<file path="config.mk">
export PLATFORM = sky130hd
export DESIGN_NAME = vsync_shadow_bank
export DESIGN_NICKNAME = d
export VERILOG_FILES = /design/src/rtl/vsb_pkg.sv /design/src/rtl/vsb_decode.sv /design/src/rtl/vsb_group.sv /design/src/rtl/vsync_shadow_bank.sv
export SDC_FILE = /design/constraint.sdc
export NUM_CORES = 1
export LEC_CHECK = 0
export BUFFER_PORTS_ARGS = -buffer_cell sky130_fd_sc_hd__buf_2
export CAP_MARGIN = 20
export CORE_AREA = 2 2 308 158
export DETAILED_ROUTE_END_ITERATION = 7
export DIE_AREA = 0 0 310 160
export MAX_ROUTING_LAYER = met4
export PLACE_DENSITY = 0.79
export SLEW_MARGIN = 10
export SYNTH_ARGS = -nofsm -noshare
export SYNTH_HDL_FRONTEND = slang
export SYNTH_SLANG_ARGS = --single-unit
</file>
<file path="constraint.sdc">
create_clock -name clk -period 2.5 [get_ports clk]
set_input_delay 0.375 -clock clk [delete_from_list [all_inputs] [get_ports clk]]
set_output_delay 0.375 -clock clk [all_outputs]
set_load 0.01 [all_outputs]
</file>
<file path="src/rtl/vsb_pkg.sv">
package vsb_pkg;
   localparam int UPD_ADDR  = 0;
   localparam int PROT_ADDR = 1;
   localparam int GLB_BASE  = 2;
   localparam int UPD_BIT   = 0;

   // address stride between window groups: fields rounded up to a power of two
   function automatic int win_stride(input int fields);
      return 1 << $clog2(fields);
   endfunction

   // first window address: the control and global area rounded up to a power of two
   function automatic int win_base(input int glb_regs);
      return 1 << $clog2(GLB_BASE + glb_regs);
   endfunction
endpackage

</file>
<file path="src/rtl/vsb_decode.sv">
module vsb_decode #(
   parameter int ADDR_W     = 6,
   parameter int NUM_WIN    = 2,
   parameter int WIN_FIELDS = 4,
   parameter int GLB_REGS   = 2
) (
   input  logic [ADDR_W-1:0]             addr,
   output logic                          upd_sel,
   output logic                          prot_sel,
   output logic [GLB_REGS-1:0]           glb_sel,
   output logic [NUM_WIN*WIN_FIELDS-1:0] win_sel
);
   localparam int STRIDE = vsb_pkg::win_stride(WIN_FIELDS);
   localparam int WBASE  = vsb_pkg::win_base(GLB_REGS);

   assign upd_sel  = (addr == ADDR_W'(vsb_pkg::UPD_ADDR));
   assign prot_sel = (addr == ADDR_W'(vsb_pkg::PROT_ADDR));

   for (genvar g = 0; g < GLB_REGS; g++) begin : g_glb
      assign glb_sel[g] = (addr == ADDR_W'(vsb_pkg::GLB_BASE + g));
   end

   for (genvar w = 0; w < NUM_WIN; w++) begin : g_win
      for (genvar f = 0; f < WIN_FIELDS; f++) begin : g_fld
         assign win_sel[w*WIN_FIELDS + f] = (addr == ADDR_W'(WBASE + w*STRIDE + f));
      end
   end
endmodule

</file>
<file path="src/rtl/vsb_group.sv">
module vsb_group #(
   parameter int DATA_W = 32,
   parameter int FIELDS = 4
) (
   input  logic                     clk,
   input  logic                     rst_n,
   input  logic                     vsync,
   input  logic                     arm,
   input  logic                     protect,
   input  logic                     wr_en,
   input  logic [FIELDS-1:0]        wr_sel,
   input  logic [DATA_W-1:0]        wr_data,
   output logic [FIELDS*DATA_W-1:0] shadow,
   output logic [FIELDS*DATA_W-1:0] active,
   output logic                     pending
);
   logic [DATA_W-1:0] shd_q [FIELDS];
   logic [DATA_W-1:0] act_q [FIELDS];
   logic              pend_q;
   logic              xfer;

   // a transfer needs the frame boundary, an armed request and no protection
   assign xfer = vsync & pend_q & ~protect;

   always_ff @(posedge clk or negedge rst_n) begin
      if (!rst_n) begin
         for (int i = 0; i < FIELDS; i++) begin
            shd_q[i] <= '0;
            act_q[i] <= '0;
         end
         pend_q <= 1'b0;
      end else begin
         for (int i = 0; i < FIELDS; i++) begin
            if (wr_en && wr_sel[i]) shd_q[i] <= wr_data;
            if (xfer)               act_q[i] <= shd_q[i];
         end
         pend_q <= (pend_q & ~xfer) | arm;
      end
   end

   for (genvar i = 0; i < FIELDS; i++) begin : g_flat
      assign shadow[i*DATA_W +: DATA_W] = shd_q[i];
      assign active[i*DATA_W +: DATA_W] = act_q[i];
   end

   assign pending = pend_q;
endmodule

</file>
<file path="src/rtl/vsync_shadow_bank.sv">
module vsync_shadow_bank #(
   parameter int DATA_W     = 32,
   parameter int NUM_WIN    = 2,
   parameter int WIN_FIELDS = 4,
   parameter int GLB_REGS   = 2,
   parameter int ADDR_W     = 6,
   parameter int EN_BIT     = 0
) (
   input  logic                                 clk,
   input  logic                                 rst_n,
   input  logic                                 vsync,
   input  logic                                 wr_en,
   input  logic [ADDR_W-1:0]                    wr_addr,
   input  logic [DATA_W-1:0]                    wr_data,
   input  logic [ADDR_W-1:0]                    rd_addr,
   output logic [DATA_W-1:0]                    rd_data,
   output logic [GLB_REGS*DATA_W-1:0]           act_glb,
   output logic [NUM_WIN*WIN_FIELDS*DATA_W-1:0] act_win,
   output logic [NUM_WIN-1:0]                   win_on,
   output logic                                 upd_busy
);
   localparam int STRIDE   = vsb_pkg::win_stride(WIN_FIELDS);
   localparam int WBASE    = vsb_pkg::win_base(GLB_REGS);
   localparam int MAP_END  = WBASE + NUM_WIN*STRIDE;
   localparam int WF_TOTAL = NUM_WIN*WIN_FIELDS;
   localparam int GRP_W    = WIN_FIELDS*DATA_W;

   // elaboration-time parameter checks
   if (NUM_WIN < 1 || NUM_WIN > DATA_W) begin : g_bad_num_win
      $error("NUM_WIN must lie in 1..DATA_W");
   end
   if (WIN_FIELDS < 1 || GLB_REGS < 1) begin : g_bad_fields
      $error("WIN_FIELDS and GLB_REGS must be at least 1");
   end
   if (EN_BIT >= DATA_W) begin : g_bad_en_bit
      $error("EN_BIT must fall inside DATA_W");
   end
   if (MAP_END > (1 << ADDR_W)) begin : g_bad_addr_w
      $error("ADDR_W too narrow for the register map");
   end

   // write and read decode
   logic                w_upd, w_prot, r_upd, r_prot;
   logic [GLB_REGS-1:0] w_glb, r_glb;
   logic [WF_TOTAL-1:0] w_win, r_win;

   vsb_decode #(.ADDR_W(ADDR_W), .NUM_WIN(NUM_WIN), .WIN_FIELDS(WIN_FIELDS),
                .GLB_REGS(GLB_REGS)) u_wr_dec (
      .addr(wr_addr), .upd_sel(w_upd), .prot_sel(w_prot),
      .glb_sel(w_glb), .win_sel(w_win));

   vsb_decode #(.ADDR_W(ADDR_W), .NUM_WIN(NUM_WIN), .WIN_FIELDS(WIN_FIELDS),
                .GLB_REGS(GLB_REGS)) u_rd_dec (
      .addr(rd_addr), .upd_sel(r_upd), .prot_sel(r_prot),
      .glb_sel(r_glb), .win_sel(r_win));

   // request arming and protect register
   logic               arm;
   logic [NUM_WIN-1:0] prot_q;

   assign arm = wr_en & w_upd & wr_data[vsb_pkg::UPD_BIT];

   always_ff @(posedge clk or negedge rst_n) begin
      if (!rst_n)              prot_q <= '0;
      else if (wr_en && w_prot) prot_q <= wr_data[NUM_WIN-1:0];
   end

   // global group: never protected
   logic [GLB_REGS*DATA_W-1:0] shd_glb;
   logic                       pend_glb;

   vsb_group #(.DATA_W(DATA_W), .FIELDS(GLB_REGS)) u_glb (
      .clk(clk), .rst_n(rst_n), .vsync(vsync), .arm(arm), .protect(1'b0),
      .wr_en(wr_en), .wr_sel(w_glb), .wr_data(wr_data),
      .shadow(shd_glb), .active(act_glb), .pending(pend_glb));

   // window groups
   logic [WF_TOTAL*DATA_W-1:0] shd_win;
   logic [NUM_WIN-1:0]         pend_win;

   for (genvar w = 0; w < NUM_WIN; w++) begin : g_win
      vsb_group #(.DATA_W(DATA_W), .FIELDS(WIN_FIELDS)) u_grp (
         .clk(clk), .rst_n(rst_n), .vsync(vsync), .arm(arm), .protect(prot_q[w]),
         .wr_en(wr_en), .wr_sel(w_win[w*WIN_FIELDS +: WIN_FIELDS]), .wr_data(wr_data),
         .shadow(shd_win[w*GRP_W +: GRP_W]), .active(act_win[w*GRP_W +: GRP_W]),
         .pending(pend_win[w]));
      assign win_on[w] = act_win[w*GRP_W + EN_BIT];
   end

   assign upd_busy = pend_glb | (|pend_win);

   // read mux over shadow copies and control bits
   always_comb begin
      rd_data = '0;
      if (r_upd)  rd_data[vsb_pkg::UPD_BIT] = upd_busy;
      if (r_prot) rd_data[NUM_WIN-1:0]      = prot_q;
      for (int g = 0; g < GLB_REGS; g++)
         if (r_glb[g]) rd_data = rd_data | shd_glb[g*DATA_W +: DATA_W];
      for (int i = 0; i < WF_TOTAL; i++)
         if (r_win[i]) rd_data = rd_data | shd_win[i*DATA_W +: DATA_W];
   end
endmodule

</file>
-- Word-level counts from Yosys, hierarchy flattened
Index checks and enable logic that the tools add are counted.
- div/mod/pow operators: 0
- multiply operators: 0
- bitwise gates (word level): 29
- multiplexer cells: 12
- eq/ne operators: 22
- add/subtract/negate cells: 0
- magnitude comparators: 0
- shift operators: 0
- reductions and logical operators: 14
- operators with widths (cell ; number):
    $mux 32 ; 10
    $or 32x32->32 ; 9
    $eq 6x3->1 const B ; 8
    $eq 6x4->1 const B ; 8
    $or 2x32->32 ; 1
    $eq 6x2->1 const B ; 4
    $eq 6x1->1 const B ; 2
    $logic_not 6->1 ; 2
    $logic_and 1x1->1 ; 11
    $and 1x1->1 ; 10
    $not 1->1 ; 5
    $or 1x1->1 ; 4
    $mux 2 ; 1
    $reduce_or 2->1 ; 1
    $mux 1 ; 1
- flip-flop bits (word level): 645
- logic and storage cells: 101
- bits in writable memories: 0
- latch bits: 0
- ROM bits: 0
- bits of input ports: 48
- output and inout port bits: 355
- memories: 0

-- Longest topological paths before layout
- word-level depth: 24
- depth in mapped cells: 7

-- Hierarchy
From an unflattened synthesis, not the netlist that was laid out.
- cell total of the unflattened synthesis: 1636
- area total of the unflattened synthesis: 27161.0 um^2
- modules (own cells, without submodules) (module ; sequential area each (um^2) ; area an instance (um^2) ; cells an instance ; times used):
    vsb_group at g_win[0].u_grp ... ; 6431.2 ; 9955.8 ; 546 ; 2
    vsb_group at u_glb ; 3228.1 ; 5084.9 ; 275 ; 1
    vsync_shadow_bank ; 50.0 ; 1954.4 ; 233 ; 1
    vsb_decode ; 0.0 ; 105.1 ; 18 ; 2

-- Least setup slack after synthesis
No wires, ideal clock.
- kind: input to output
- start: input rd_addr[1]
- end: output rd_data[30]
- stages on the path: 6
- path slack: 0.433 ns
- arrival time: 1.692 ns
- required time: 2.125 ns
- cells stage by stage: buf_2 -> clkbuf_1 -> mux4_2 -> nand2_1 -> o221ai_1 -> a221o_1
- longest elaborated chain between the ends: 20
- elaborated cells between the ends (all ways): 29
- those cells by class: eq/ne: 10; mux: 10; bitwise: 9
- ends and longest elaborated chain (what ; RTL line ; source):
    start: declaration ; vsync_shadow_bank.sv:15 ; input logic [ADDR_W-1:0] rd_addr,
    $eq 6x2->1 ; vsb_decode.sv:20 ; assign glb_sel[g] = (addr == ADDR_W'(vsb_pkg::GLB_BASE + g));
    $mux 32 ; vsync_shadow_bank.sv:98 ; if (r_glb[g]) rd_data = rd_data | shd_glb[g*DATA_W +: DATA_W];
    $or 32x32->32 ; vsync_shadow_bank.sv:98 ;
    $mux 32 ; vsync_shadow_bank.sv:98 ;
    $or 32x32->32 ; vsync_shadow_bank.sv:100 ; if (r_win[i]) rd_data = rd_data | shd_win[i*DATA_W +: DATA_W];
    $mux 32 ; vsync_shadow_bank.sv:100 ;
    $or 32x32->32 ; vsync_shadow_bank.sv:100 ;
    $mux 32 ; vsync_shadow_bank.sv:100 ;
    [... 4 more ...] ; n/a ;
    $or 32x32->32 ; vsync_shadow_bank.sv:100 ;
    $mux 32 ; vsync_shadow_bank.sv:100 ;
    $or 32x32->32 ; vsync_shadow_bank.sv:100 ;
    $mux 32 ; vsync_shadow_bank.sv:100 ;
    $or 32x32->32 ; vsync_shadow_bank.sv:100 ;
    $mux 32 ; vsync_shadow_bank.sv:100 ;
    $or 32x32->32 ; vsync_shadow_bank.sv:100 ;
    $mux 32 (*) ; vsync_shadow_bank.sv:100 ;
    end: declaration ; vsync_shadow_bank.sv:16 ; output logic [DATA_W-1:0] rd_data,
Mark *: on every way between the ends. The rest lies on a longest branch, timed or not.

-- Worst setup path after layout
- start: register g_win[1].u_grp.shd_q, in the netlist g_win[1].u_grp.shadow[115]
- end: output rd_data[19]
- longest elaborated chain between the ends: 2
- ends and longest elaborated chain (what ; RTL line ; source):
    start: declaration ; vsb_group.sv:17 ; logic [DATA_W-1:0] shd_q [FIELDS];
    start signal: indexed assignment ; vsb_group.sv:34 ; if (wr_en && wr_sel[i]) shd_q[i] <= wr_data;
    $or 32x32->32 ; vsync_shadow_bank.sv:100 ;
    $mux 32 ; vsync_shadow_bank.sv:100 ;
Every way passes these cells.

==> results by group <==
Global routing
  • Vias in the first global route: between 15000 and 20000
  • Total gr overflow: 0
  • Initial antenna violation count: 5
  • Global-route wire length before repair: ~120000 um
  • Largest net degree at the start of global routing: 114
  • Tot GR Track Use: about 33%

Layout
  • Layout filler cell count: ~3300
  • # nets final: about 2200
  • Area of the multi-input gates: slightly below 10000 um^2
  • Ratio of cells with drive above 1 in the final layout: 62.0%
  • Layout area overhead: 23.4%
  • FF+latch area: 16100 um^2
  • Post-route cell area: between 30000 and 40000 um^2

Synthesis
  • Top FF cell, synth: dfrtp_1
  • Number of flops mapped to enable cells by yosys: 0
  • Syn Area/Cell: between 15 and 20 um^2
  • #FFs+latches synth: around 650
  • Cell count after synthesis: around 1700
  • Post-synthesis sequential area ratio: 61.0%
  • Post-Syn Area: roughly 26000 um^2
  • Yosys warning count: 0
  • Async S/R FF share, synth: 100%
  • Net Count, Synth: around 1700
  • Post-synth cell types: between 40 and 50

Floorplan
  • Num ports: roughly 400
  • Die Ht: approximately 160 um
  • Starting Density: 55.8%
  • Die area: around 50000 um^2
  • Core outline area: around 47000 um^2
  • Site Rows: 57
  • Die Wd: just over 300 um

CTS
  • Total CTS buffers: 56
  • Worst skew pair latency: about 0.61 ns
  • TritonCTS clock tree: built
  • Clock-pin slew on the worst setup and hold paths: about 0.06 ns
  • Clk buf depth: 3
  • H-tree depth: 2
  • CTS root buffer: clkbuf_16
  • CTS Sinks: between 600 and 700

Critical path
  • Crit-path max FO: 2
  • Reg2Reg Depth: 3
  • CP startpoint kind: flop
  • Delay-heaviest family, CP: compound AO/OA/AOI/OAI gates
  • Type of destination of the critical path: output port
  • Crit path DAT: 2.27 ns
  • CP required: 2.12 ns
  • WP depth: 4
  • FF-to-FF setup slack: ~0.72 ns
  • CP Cell Sequence: mux4_2 > a22o_4 > a211o_1 > buf_6
  • Slowest CP cell: mux4_2
  • Largest stage delay, worst path: around 0.52 ns
  • Worst Path Buf+Inv: 1
  • Worst setup path category: flop to output port

Route
  • WL final: approximately 78000 um
  • Vias: 17100
  • Routed Antenna Nets: 0
  • Drt via density: 5.92
  • DR WL/cell: approximately 27 um
  • Final routed DRC violation total: 0
  • Initial DRT Pass Iterations: 5
  • DR iter-0 viols: 1747

Placed design
  • Placer Congestion: between 0.9 and 1
  • Place WS: approximately 0.0067 ns
  • Post-detail-place hpwl: between 50000 and 60000 um
  • Placed Instance Area: 29900 um^2
  • # port buffers: 402

Timing
  • Final worst-path cycle share: 106%
  • Fin crit period: approximately 2.6 ns
  • Worst Slack Setup Final: -0.141 ns
  • Fmax: 379 MHz
  • Final hold violation count: 0
  • Final max-slew violation count: 0
  • Slew headroom: between 50% and 60%
  • Worst-Margin Slew: between 0.7 and 0.8 ns
  • Setup tns final: -1.13 ns
  • Hold slack: roughly 0.054 ns
  • Unrepaired setup endpoints after global routing: true
  • Fin Clk Skew: 0.0321 ns
  • Final setup fails: 17

Run status
  • Failing checks: setup timing
  • Outcome: complete, but fails checks

Pwr
  • Leak: approximately 17 nW
  • Pwr Density: roughly 860 nW/um^2
  • Total Power: roughly 28 mW
  • Peak supply drop: roughly 0.54 mV

Job
  • Max-capacitance violation count: 0

Hold path
  • Hold Crit Class: primary input to flop
  • Hold path cells: 2
[layer usage]
metal  wire [um]  global-route usage, %  part of all wire (%)  vias to the layer above
li1            -                      -                     -                     7145
met1       36500                   50.7                    47                     9154
met2       33200                   43.5                    43                      666
met3        6900                   7.92                   8.8                      101
met4        1390                   5.88                   1.8                        0
met5           0                      -                     0                        -
[placed cells by master (no fill, tap or decap), types with 2 or more instances in the layout]
cell type / Yosys / final
a211o_1: 22 / 22
a22o_1: 22 / 16
a22o_4: 0 / 6
a22oi_1: 37 / 32
a22oi_2: 0 / 5
a32oi_1: 5 / 5
buf_12: 0 / 35
buf_2: 42 / 395
buf_4: 16 / 152
buf_6: 7 / 5
buf_8: 0 / 2
bufinv_16: 0 / 7
clkbuf_1: 32 / 5
clkbuf_16: 0 / 57
clkbuf_8: 0 / 15
clkinv_2: 0 / 10
clkinvlp_4: 0 / 2
dfrtp_1: 645 / 644
diode_2: 0 / 5
inv_6: 0 / 3
mux2_1: 14 / 14
mux2_2: 619 / 619
mux2_4: 10 / 10
mux2i_1: 28 / 28
mux4_2: 33 / 33
nand2_1: 16 / 14
nand2_2: 1 / 3
nand2b_1: 3 / 3
nand3_1: 5 / 4
nand3b_1: 4 / 4
nand4_1: 5 / 5
nor2_1: 12 / 7
nor2_4: 3 / 8
nor2b_2: 0 / 2
nor3_1: 3 / 2
nor3_2: 2 / 3
o21ai_0: 3 / 3
o22ai_1: 23 / 23
or3_1: 2 / 2
or4b_4: 2 / 2
[cell usage after synthesis, types with 3 or more instances]
master,count,area [um^2]
a211o_1,22,193
buf_6,7,78.8
mux2_1,14,158
nand3b_1,4,30.0
clkbuf_1,32,120
nand4_1,5,31.3
a22o_1,22,193
buf_4,16,120
a22oi_1,37,278
nor2_1,12,45.0
a32oi_1,5,43.8
mux2i_1,28,280
nor2_4,3,33.8
mux2_4,10,150
o21ai_0,3,15.0
o22ai_1,23,144
mux4_2,33,743
buf_2,42,210
buf_1,32,120
nand3_1,5,25.0
mux2_2,619,6970
nor3_1,3,15.0
nor2b_1,3,18.8
dfrtp_1,645,16100
nand2b_1,3,18.8
nand2_1,16,60.1
[cells by family (layout without fill, tap and decap cells)]
kind of cell / Yosys count / in the layout / share of synthesized area (%)
AO/OA/AOI/OAI: 119 / 119 / 3.48
buffers and inverters: 131 / 691 / 2.48
flip-flops: 645 / 645 / 61.0
multiplexers: 704 / 704 / 31.4
other: 0 / 5 / 0
AND/OR/NAND/NOR: 68 / 68 / 1.59
[power breakdown]
group / internal [mW] / leakage, nW / switching [mW]
clock: 5.33 / 0.968 / 3.96
combinational: 2.78 / 7.61 / 2.68
sequential: 12.3 / 8.69 / 1.18
[flip-flops by register name, indices dropped and copies added (netlist names)]
name / flops
g_win.u_grp.pending: 2
g_win.u_grp.shadow: 256
u_glb.shadow: 64
g_win.u_grp.active: 256
prot_q: 2
u_glb.active: 64
u_glb.pending: 1
[path summary, 6_finish.rpt]
check | from | to
worst min-delay path | vsync | u_glb.pending
min in group asynchronous | rst_n | g_win[0].u_grp.shadow[117]
worst max register to register | prot_q[0] | g_win[0].u_grp.active[78]
worst max-delay path | g_win[1].u_grp.shadow[115] | rd_data[19]
worst min register to register | g_win[0].u_grp.active[54] | g_win[0].u_grp.active[54]
max in group asynchronous | rst_n | g_win[1].u_grp.active[112]
[what timing repair did]
item | CTS | global route
resized for setup | 11 | 11
endpoints found under the setup margin | 23 | 27
hold endpoints to repair | 41 | 0
hold buffers | 1 | 0
pin swaps | 14 | 14
gates cloned | 0 | 0
setup buffers | 59 | 26
[per-stage QoR]
stage	instances	utilization (%)
2_1_floorplan	1667	-
3_3_place_gp	2692	63.1
3_5_place_dp	2692	63.1
4_1_cts	2850	68.3
5_1_grt	2877	68.9
6_report	2881	68.9
[area by class of cell]
| type | instances | area share (%) |
|---|---|---|
| Antenna cell | 5 | 0.0383 |
| Clock buffer | 77 | 5.06 |
| Clock inverter | 22 | 0.924 |
| Inverter | 2 | 0.0230 |
| Multi-Input combinational cell | 891 | 30.0 |
| Sequential cell | 645 | 49.5 |
| Tap cell | 649 | 2.49 |
| Timing Repair Buffer | 590 | 12.0 |
Power figures use the tool's default switching activity.
